## src/rtl/blank_pkt_pkg.sv

```systemverilog
package blank_pkt_pkg;
  localparam logic [5:0] DT_BLANK = 6'h19;

  typedef enum logic [1:0] {ST_IDLE, ST_HDR, ST_PAY, ST_CRC} st_e;

  function automatic logic [4:0] kind_ovh(input logic [1:0] k);
    case (k)
      2'd0:    return 5'd10;
      2'd1:    return 5'd6;
      2'd2:    return 5'd16;
      default: return 5'd10;
    endcase
  endfunction

  function automatic logic [23:0] ecc_mask(input int p);
    case (p)
      0:       return 24'hF12CB7;
      1:       return 24'hF2555B;
      2:       return 24'h749A6D;
      3:       return 24'hB8E38E;
      4:       return 24'hDF03F0;
      default: return 24'hEFFC00;
    endcase
  endfunction

  function automatic logic [15:0] crc_step(input logic [15:0] c, input logic [7:0] d);
    logic [15:0] r;
    r = c ^ {8'h00, d};
    for (int i = 0; i < 8; i++) r = r[0] ? ((r >> 1) ^ 16'h8408) : (r >> 1);
    return r;
  endfunction
endpackage

```

## src/rtl/blank_len_calc.sv

```systemverilog
module blank_len_calc #(
  parameter int PIX_W = 12,
  parameter int BPP_W = 3,
  parameter int WC_W  = 16
) (
  input  logic [1:0]       kind_i,
  input  logic [PIX_W-1:0] pixels_i,
  input  logic [BPP_W-1:0] bpp_i,
  output logic [WC_W-1:0]  wc_o
);
  import blank_pkt_pkg::*;
  localparam int RAW_W = PIX_W + BPP_W + 1;

  logic [RAW_W-1:0] raw, ovh;

  always_comb begin
    raw = RAW_W'(pixels_i) * RAW_W'(bpp_i);
    ovh = RAW_W'(kind_ovh(kind_i));
    // clamp: never below the overhead itself
    if (raw >= (ovh << 1)) wc_o = WC_W'(raw - ovh);
    else                   wc_o = WC_W'(ovh);
  end
endmodule

```

## src/rtl/blank_hdr_ecc.sv

```systemverilog
module blank_hdr_ecc (
  input  logic [23:0] hdr_i,
  output logic [7:0]  ecc_o
);
  import blank_pkt_pkg::*;

  for (genvar p = 0; p < 6; p++) begin : g_par
    assign ecc_o[p] = ^(hdr_i & ecc_mask(p));
  end
  assign ecc_o[7:6] = 2'b00;
endmodule

```

## src/rtl/blank_crc.sv

```systemverilog
module blank_crc (
  input  logic        clk_i,
  input  logic        rst_ni,
  input  logic        init_i,
  input  logic        en_i,
  input  logic [7:0]  data_i,
  output logic [15:0] crc_o
);
  import blank_pkt_pkg::*;

  always_ff @(posedge clk_i or negedge rst_ni) begin
    if (!rst_ni)     crc_o <= 16'hFFFF;
    else if (init_i) crc_o <= 16'hFFFF;
    else if (en_i)   crc_o <= crc_step(crc_o, data_i);
  end
endmodule

```

## src/rtl/blank_pkt_gen.sv

```systemverilog
module blank_pkt_gen #(
  parameter int PIX_W = 12,
  parameter int BPP_W = 3,
  parameter int WC_W  = 16
) (
  input  logic             clk_i,
  input  logic             rst_ni,
  input  logic             start_i,
  input  logic [1:0]       kind_i,
  input  logic [PIX_W-1:0] pixels_i,
  input  logic [BPP_W-1:0] bpp_i,
  input  logic [1:0]       vc_i,
  input  logic [7:0]       pad_i,
  input  logic             ready_i,
  output logic             valid_o,
  output logic [7:0]       byte_o,
  output logic             busy_o,
  output logic             done_o
);
  import blank_pkt_pkg::*;
  localparam int HDR_W = WC_W + 8;

  st_e              state_q;
  logic [WC_W-1:0]  wc_calc, cnt_q;
  logic [HDR_W-1:0] hdr_q;
  logic [WC_W-1:0]  wc_q;
  logic [7:0]       pad_q, ecc_w;
  logic [15:0]      crc_w;
  logic             fire, take;

  blank_len_calc #(.PIX_W(PIX_W), .BPP_W(BPP_W), .WC_W(WC_W)) u_len (
    .kind_i(kind_i), .pixels_i(pixels_i), .bpp_i(bpp_i), .wc_o(wc_calc)
  );

  blank_hdr_ecc u_ecc (.hdr_i(hdr_q[23:0]), .ecc_o(ecc_w));

  blank_crc u_crc (
    .clk_i(clk_i), .rst_ni(rst_ni), .init_i(take),
    .en_i(fire && state_q == ST_PAY), .data_i(pad_q), .crc_o(crc_w)
  );

  assign wc_q    = hdr_q[HDR_W-1:8];
  assign valid_o = (state_q != ST_IDLE);
  assign busy_o  = valid_o;
  assign fire    = valid_o && ready_i;
  assign take    = start_i && (state_q == ST_IDLE);

  always_ff @(posedge clk_i or negedge rst_ni) begin
    if (!rst_ni) begin
      state_q <= ST_IDLE;
      cnt_q   <= '0;
      hdr_q   <= '0;
      pad_q   <= '0;
      done_o  <= 1'b0;
    end else begin
      done_o <= 1'b0;
      unique case (state_q)
        ST_IDLE: if (take) begin
          hdr_q   <= {wc_calc, vc_i, DT_BLANK};
          pad_q   <= pad_i;
          cnt_q   <= '0;
          state_q <= ST_HDR;
        end
        ST_HDR: if (fire) begin
          if (cnt_q == WC_W'(3)) begin
            cnt_q   <= '0;
            state_q <= (wc_q == '0) ? ST_CRC : ST_PAY;
          end else cnt_q <= cnt_q + 1'b1;
        end
        ST_PAY: if (fire) begin
          if (cnt_q == wc_q - 1'b1) begin
            cnt_q   <= '0;
            state_q <= ST_CRC;
          end else cnt_q <= cnt_q + 1'b1;
        end
        ST_CRC: if (fire) begin
          if (cnt_q[0]) begin
            cnt_q   <= '0;
            state_q <= ST_IDLE;
            done_o  <= 1'b1;
          end else cnt_q <= cnt_q + 1'b1;
        end
        default: state_q <= ST_IDLE;
      endcase
    end
  end

  always_comb begin
    byte_o = 8'h00;
    unique case (state_q)
      ST_HDR: begin
        case (cnt_q[1:0])
          2'd0:    byte_o = hdr_q[7:0];
          2'd1:    byte_o = hdr_q[15:8];
          2'd2:    byte_o = hdr_q[23:16];
          default: byte_o = ecc_w;
        endcase
      end
      ST_PAY:  byte_o = pad_q;
      ST_CRC:  byte_o = cnt_q[0] ? crc_w[15:8] : crc_w[7:0];
      default: byte_o = 8'h00;
    endcase
  end

  p_hold_r8: assert property (@(posedge clk_i) disable iff (!rst_ni)
    valid_o && !ready_i |=> valid_o && $stable(byte_o));

  p_done_pulse_r9: assert property (@(posedge clk_i) disable iff (!rst_ni)
    done_o |=> !done_o);

  p_done_idle_r9: assert property (@(posedge clk_i) disable iff (!rst_ni)
    done_o |-> !busy_o);

  p_start_ignored_r10: assert property (@(posedge clk_i) disable iff (!rst_ni)
    busy_o && start_i |=> $stable(hdr_q) && $stable(pad_q));

  p_wc_floor_r5: assert property (@(posedge clk_i) disable iff (!rst_ni)
    busy_o |-> wc_q >= WC_W'(6));

  p_valid_run_r11: assert property (@(posedge clk_i) disable iff (!rst_ni)
    valid_o && !(fire && state_q == ST_CRC && cnt_q[0]) |=> valid_o);
endmodule

```

## config.mk

```make
export PLATFORM = sky130hd
export DESIGN_NAME = blank_pkt_gen
export DESIGN_NICKNAME = d
export VERILOG_FILES = /design/src/rtl/blank_pkt_pkg.sv /design/src/rtl/blank_len_calc.sv /design/src/rtl/blank_hdr_ecc.sv /design/src/rtl/blank_crc.sv /design/src/rtl/blank_pkt_gen.sv
export SDC_FILE = /design/constraint.sdc
export NUM_CORES = 1
export LEC_CHECK = 0
export BUFFER_PORTS_ARGS = -buffer_cell sky130_fd_sc_hd__buf_2
export CORE_MARGIN = 5
export CORE_UTILIZATION = 45
export CTS_CLUSTER_SIZE = 40
export DETAILED_ROUTE_END_ITERATION = 10
export GPL_TIMING_DRIVEN = 0
export HOLD_SLACK_MARGIN = 0.15
export SETUP_SLACK_MARGIN = 0.3
export SKIP_LAST_GASP = 1
export SLEW_MARGIN = 20
export SYNTH_ARGS = -nofsm -noshare
export SYNTH_HDL_FRONTEND = slang
export SYNTH_SLANG_ARGS = --single-unit
```

## constraint.sdc

```tcl
create_clock -name clk_i -period 2.6 [get_ports clk_i]
set_input_delay 0.13 -clock clk_i [delete_from_list [all_inputs] [get_ports clk_i]]
set_output_delay 0.13 -clock clk_i [all_outputs]
set_load 0.02 [all_outputs]
```

==> flow_summary.json, run 1 <==
{
  "status": "finished with violations",
  "violations": "negative setup slack",
  "synth-main-ff-cell": "dfrtp_1",
  "wire_per_inst_um": 17.5,
  "rr_worst_depth": 13,
  "finalSetupTns_ns": -14.09,
  "boundaryPins": 42,
  "cp-end-kind": "register",
  "synth_area_um2": 5910,
  "cts_root_buf": "clkbuf_16",
  "cts_sinks": 62,
  "yosys.area.top_type": "dfrtp_1",
  "synth_area_leaders": "dfrtp_1, xnor2_1, ha_1",
  "ys_seq_area_frac": 0.266,
  "stdcell_count": 1026,
  "post-place-cells": 925,
  "floorplan.initialDensity": 0.463,
  "cp_max_fo": 4,
  "p_seq_frac": 0.158,
  "synthDistinctLibCells": 68,
  "firstDrtPassIters": 5,
  "nets": 935,
  "syn-num-nets": 797,
  "grt_use_total": 0.219,
  "critical_path_required_ns": 2.80,
  "fin_area_um2": 8280,
  "synthCells": 711,
  "first_iter_violations": 393,
  "avgSynthCellArea_um2": 8.31,
  "final_util": 0.648,
  "hp-class": "primary input to asynchronous set/reset pin",
  "rsz0062_at_grt": "true",
  "tightest_slew_ns": 0.690,
  "die_height_um": 125,
  "synth_top_area_frac": 0.195,
  "dp_hpwl_mm": 12.4,
  "antenna_found_initial": 0,
  "finClkSkew_ns": 0.00662,
  "period_needed_ns": 3.16,
  "switching_power_mw": 5.12,
  "portBuffers": 41,
  "grt_pass1_wl_mm": 28.2,
  "place_area_um2": 6620,
  "ff2ff_setup_slack_ns": -0.50,
  "crit_type": "primary input to register",
  "p_total_mw": 11.3,
  "finalMaxSlewViolations": 0,
  "grt_max_degree": 38,
  "clkLatencyLatePin_ns": 0.34,
  "gp_congestion": 0.924,
  "n_antenna_cell": 0,
  "areaGrowthSynthToFinish_pct": 40.0,
  "fmaxAchievable_ghz": 0.316,
  "die_w_um": 125,
  "cts-htree-levels": 3,
  "crit_path_start_kind": "primary input",
  "grt_pass1_vias": 5697,
  "setup_viol": 36,
  "ys_async_sr_fraction": 1.00,
  "r2r-end": "cnt_q[13]",
  "overflow": 0,
  "drive_gt1_frac": 0.365,
  "clk_path_buf_depth": 2,
  "p_comb_frac": 0.745,
  "drc_errors": 0,
  "drv_cap": 0,
  "ant_nets": 0,
  "hold_viol": 0,
  "cts_tree": "done",
  "internal-power_mw": 6.19,
  "clkTransAtPathRegs_ns": 0.06,
  "rows": 41,
  "clkPwrFrac": 0.098,
  "setup_ws_ns": -0.565,
  "finalCritPeriodShare": 1.22,
  "power.leakage_nw": 3.65,
  "dr_total_vias": 5699,
  "coreArea_um2": 12800,
  "cts_made_buffers": 9,
  "sw_frac_of_total": 0.452,
  "powerDensity_nw_per_um2": 1370,
  "ir_drop_v": 0.000616,
  "whs_ns": 0.249,
  "viasPerCell": 5.55,
  "place_ws_ns": -1.29,
  "drt-total-wl_mm": 18.0,
  "synth-seq-cells": 62,
  "yosysWarningCount": 0,
  "timing.rr.start": "hdr_q[11]",
  "synth-edff-count": 0,
  "dieArea_um2": 15500,
  "slew_headroom": 0.540,
  "worst_ep_arrival_time_ns": 3.36
}
-- final cells by class --
type / instances / area (um^2)
repair buffers: 127 / 1040
fillers: 1038 / 4500
multi-input cells: 554 / 4650
inverters: 58 / 235
clock buffers: 11 / 233
plain buffers: 37 / 279
flip-flops and latches: 62 / 1590
well taps: 172 / 215
clock inverters: 5 / 35.0
-- sequential cells by signal (all words and copies together) (netlist names) --
register	cells
hdr_q	19
state_q	2
cnt_q	16
pad_q	8
done_o	1
u_crc.crc_o	16
-- logic make-up after synthesis --
family,count (synthesis),synth area share
AND/OR/NAND/NOR,246,0.204
adder cells (fa/ha/maj),55,0.132
multiplexers,13,0.0239
buffers and inverters,95,0.0631
AO/OA/AOI/OAI,137,0.159
XOR/XNOR,103,0.153
flip-flops,62,0.266
-- cell usage after synthesis, types with 4 or more instances --
master    count
o21ai_0      33
nor3_1       26
xnor2_1      78
dfrtp_1      46
dfstp_2      16
and2_1       11
mux2_2        9
nor4b_1       4
clkbuf_1     30
buf_2         4
a21oi_1      26
inv_1        58
nor2b_1       4
xor2_1       25
ha_1         43
nand3_1      23
mux2i_1       4
and3_1        6
nand2_1      97
nor4_1        7
a21o_1       15
a222oi_1      5
fa_1         12
nand4_1       6
or3_1         4
nand2b_1      5
o211ai_1      7
nor2_1       35
o22ai_1       7
a221oi_1     11
-- layout by cell type (no fill, tap or decap), types with 10 or more instances in the layout --
cell	count
a21o_1	15
buf_6	23
o21ai_0	11
inv_2	14
clkbuf_1	13
nor3_1	23
buf_2	33
nand3_1	18
buf_4	60
ha_4	12
dfstp_2	16
xnor2_2	14
nand2_1	93
a21oi_1	18
inv_1	38
fa_1	11
ha_1	28
nor2_1	34
o21ai_1	15
dlygate4sd3_1	13
dfrtp_1	34
xnor2_1	61
clkbuf_16	10
xor2_1	23
dfrtp_2	12
-- critical path, stage by stage --
cell and delay [ns]:
buf_8 0.10, clkbuf_16 0.14, and2_4 0.13, fa_1 0.50, ha_2 0.18, inv_2 0.04
fa_2 0.54, inv_2 0.05, ha_4 0.22, a21o_1 0.19, a21o_1 0.21, nor3_4 0.17
nand2_2 0.11, or3b_4 0.37, a21oi_1 0.17, o22ai_1 0.10
-- worst max path at each step --
stage	startpoint	end	slack, ns	depth (start not counted)
after global placement	bpp_i[2]	hdr_q[12]	-1.23	15
after global routing	bpp_i[0]	hdr_q[11]	-0.74	17
after detailed placement	bpp_i[2]	hdr_q[11]	-1.29	15
after floorplan	bpp_i[0]	hdr_q[11]	-0.63	15
after CTS	bpp_i[1]	hdr_q[19]	-0.65	16
final	bpp_i[0]	hdr_q[19]	-0.56	16
-- power by group through the flow --
stage          Combinational (mW)  Sequential [mW]  Clock [mW]
2_1_floorplan                4.61             1.70           0
3_3_place_gp                 5.64             1.84           0
3_5_place_dp                 5.76             1.85           0
4_1_cts                      6.89             1.81        1.11
5_1_grt                      8.99             1.82        1.15
6_report                     8.42             1.78        1.10
-- routing by layer --
| layer | part of all wire | global-route usage | vias up |
|---|---|---|---|
| met3 | 0.045 | 0.0403 | 37 |
| met4 | 0.029 | 0.0864 | 0 |
| met1 | 0.41 | 0.268 | 2768 |
| li1 | - | - | 2735 |
| met5 | 0 | 0 | - |
| met2 | 0.52 | 0.381 | 159 |
-- repair_timing --
| item | in CTS | in global routing |
|---|---|---|
| cloned | 1 | 0 |
| gates resized for setup | 75 | 102 |
| endpoints found under the setup margin | 56 | 58 |
| hold endpoints to repair | 59 | 0 |
| hold buffers | 13 | 0 |
| pin swaps | 35 | 54 |
| buffers inserted | 40 | 31 |
(Power assumes the default switching activity.)
==> run 2: changes to the inputs <==
Settings changed: CELL_PAD_IN_SITES_DETAIL_PLACEMENT set to 1, CELL_PAD_IN_SITES_GLOBAL_PLACEMENT set to 2, CORE_UTILIZATION 45 to 34, PLACE_DENSITY set to 0.85.
==> run 2 against run 1 <==
  * The run still ends with negative setup slack left
  * Routed wire length increased by 15%
  * Largest power group unchanged
  * Register-to-register slack better by 0.04 ns
  * Flip-flop and latch count unchanged
  * Sequential power grew 6%
  * Largest cell class unchanged
==> flow_summary.json, run 2 (synthesis results as in run 1) <==
{
  "status": "finished with violations",
  "violations": "negative setup slack",
  "finClkSkew_ns": 0.00706,
  "critPathCapture": "hdr_q[11]",
  "dp_hpwl_mm": 14.2,
  "firstDrtPassIters": 5,
  "gp_congestion": 0.857,
  "cts_made_buffers": 9,
  "drc_errors": 0,
  "critical_path_required_ns": 2.81,
  "finalCritPeriodShare": 1.22,
  "rows": 48,
  "die_height_um": 142,
  "crit_type": "primary input to register",
  "portBuffers": 41,
  "floorplan.initialDensity": 0.344,
  "dr_total_vias": 5795,
  "drt-total-wl_mm": 20.6,
  "clk_path_buf_depth": 2,
  "coreArea_um2": 17200,
  "tightest_slew_ns": 0.797,
  "cp_max_fo": 5,
  "rsz0062_at_grt": "true",
  "fmaxAchievable_ghz": 0.316,
  "largest_reg_flops": 19,
  "period_needed_ns": 3.16,
  "worst_ep_arrival_time_ns": 3.37,
  "clkPwrFrac": 0.119,
  "grt_pass1_vias": 6076,
  "rr_worst_depth": 11,
  "timing.rr.start": "hdr_q[9]",
  "top_register": "hdr_q",
  "boundaryPins": 42,
  "whs_ns": 0.228,
  "place_ws_ns": -1.28,
  "grt_max_degree": 42,
  "powerDensity_nw_per_um2": 1350,
  "p_seq_frac": 0.169,
  "dieArea_um2": 20100,
  "antenna_found_initial": 0,
  "r2r-end": "cnt_q[13]",
  "viasPerCell": 5.41,
  "sw_frac_of_total": 0.456,
  "hold_viol": 0,
  "startpoint": "bpp_i[1]",
  "clkTransAtPathRegs_ns": 0.06,
  "ff2ff_setup_slack_ns": -0.46,
  "first_iter_violations": 268,
  "place_area_um2": 6680,
  "switching_power_mw": 5.06,
  "setup_ws_ns": -0.561,
  "reg_top3": "hdr_q (19), cnt_q (16), u_crc.crc_o (16)",
  "die_w_um": 142,
  "grt_use_total": 0.195,
  "n_antenna_cell": 0,
  "p_total_mw": 11.1,
  "nets": 927,
  "cts_root_buf": "clkbuf_16",
  "cp-end-kind": "register",
  "cts_tree": "done",
  "fin_area_um2": 8220,
  "slew_headroom": 0.465,
  "drive_gt1_frac": 0.351,
  "overflow": 0,
  "areaGrowthSynthToFinish_pct": 39.1,
  "ir_drop_v": 0.000663,
  "p_comb_frac": 0.712,
  "ant_nets": 0,
  "cts_sinks": 62,
  "hp-class": "primary input to asynchronous set/reset pin",
  "grt_pass1_wl_mm": 31.5,
  "final_common_cell": "nand2_1",
  "setup_viol": 35,
  "finalMaxSlewViolations": 0,
  "drv_cap": 0,
  "wire_per_inst_um": 19.2,
  "crit_path_start_kind": "primary input",
  "power.leakage_nw": 3.60,
  "cts-htree-levels": 3,
  "internal-power_mw": 6.03,
  "mostFrequentLayoutCells": "nand2_1, xnor2_1, buf_4",
  "clkLatencyLatePin_ns": 0.34
}
## run 2: changes by cell type in the layout (fill, tap and decap cells not counted), moves of 3 or more
cell and delta:
o21ai_1 +5, xnor2_1 +3, buf_12 -3, o22ai_2 +4
o21ai_2 -7, o22ai_1 -4, buf_6 -6
## run 2: what timing repair did
action                                  CTS  global route
cloned                                    1             1
endpoints found under the setup margin   58            68
resized for setup                        60           104
setup buffers                            20            42
pin swaps                                22            46
hold buffers                             13             0
endpoints found under the hold margin    57             0
## run 2: cell type report
class	instances	area (um^2)
timing repair buffer	119	911
tap	225	282
sequential	62	1590
buffer	37	294
clock inverter	4	70.1
fill	2041	8950
inverter	58	235
multi-input combinational	554	4600
clock buffer	12	246
## run 2: worst min path at each step
stage	from	endpoint	slack, ns	cells after the start
3_3_place_gp	pad_i[5]	pad_q[5]	0.32	3
5_1_grt	rst_ni	cnt_q[11]	0.26	2
6_report	rst_ni	cnt_q[11]	0.23	2
3_5_place_dp	rst_ni	cnt_q[11]	0.05	1
4_1_cts	rst_ni	cnt_q[11]	0.24	2
2_1_floorplan	rst_ni	cnt_q[0]	-0.17	0
## run 2: worst max-delay path: stages
cell	delay (ns)
buf_8	0.10
buf_8	0.12
and2_4	0.13
fa_1	0.51
ha_2	0.19
inv_2	0.04
fa_2	0.34
nand2b_4	0.16
a21oi_4	0.13
o211ai_1	0.11
or4_1	0.55
a21oi_2	0.19
nand4b_1	0.13
buf_6	0.16
buf_8	0.14
mux2i_1	0.17
o21ai_1	0.07
## run 2: per-layer routing
layer / vias to the layer above / GRT usage / routed length [um]
li1: 2718 / - / -
met1: 2910 / 0.237 / 8600
met2: 130 / 0.351 / 10800
met3: 37 / 0.0297 / 688
met4: 0 / 0.0626 / 469
met5: - / 0 / 0
## run 2: per-stage QoR
| step | TNS (ns) | std cells | utilization |
|---|---|---|---|
| 4_1_cts | -15.88 | 1028 | 0.438 |
| 5_1_grt | -17.92 | 1071 | 0.479 |
| 6_report | -13.92 | 1071 | 0.479 |
| 3_3_place_gp | -23.80 | 977 | 0.388 |
| 2_1_floorplan | -9.38 | 711 | - |
| 3_5_place_dp | -25.26 | 978 | 0.389 |
## run 2: power groups by stage
stage	sequential [mW]	combinational [mW]	clock [mW]
after floorplan	1.70	4.61	0
after global placement	1.85	5.65	0
after detailed placement	1.88	5.90	0
after CTS	1.88	6.37	1.34
after global routing	1.91	8.44	1.38
final	1.88	7.89	1.32
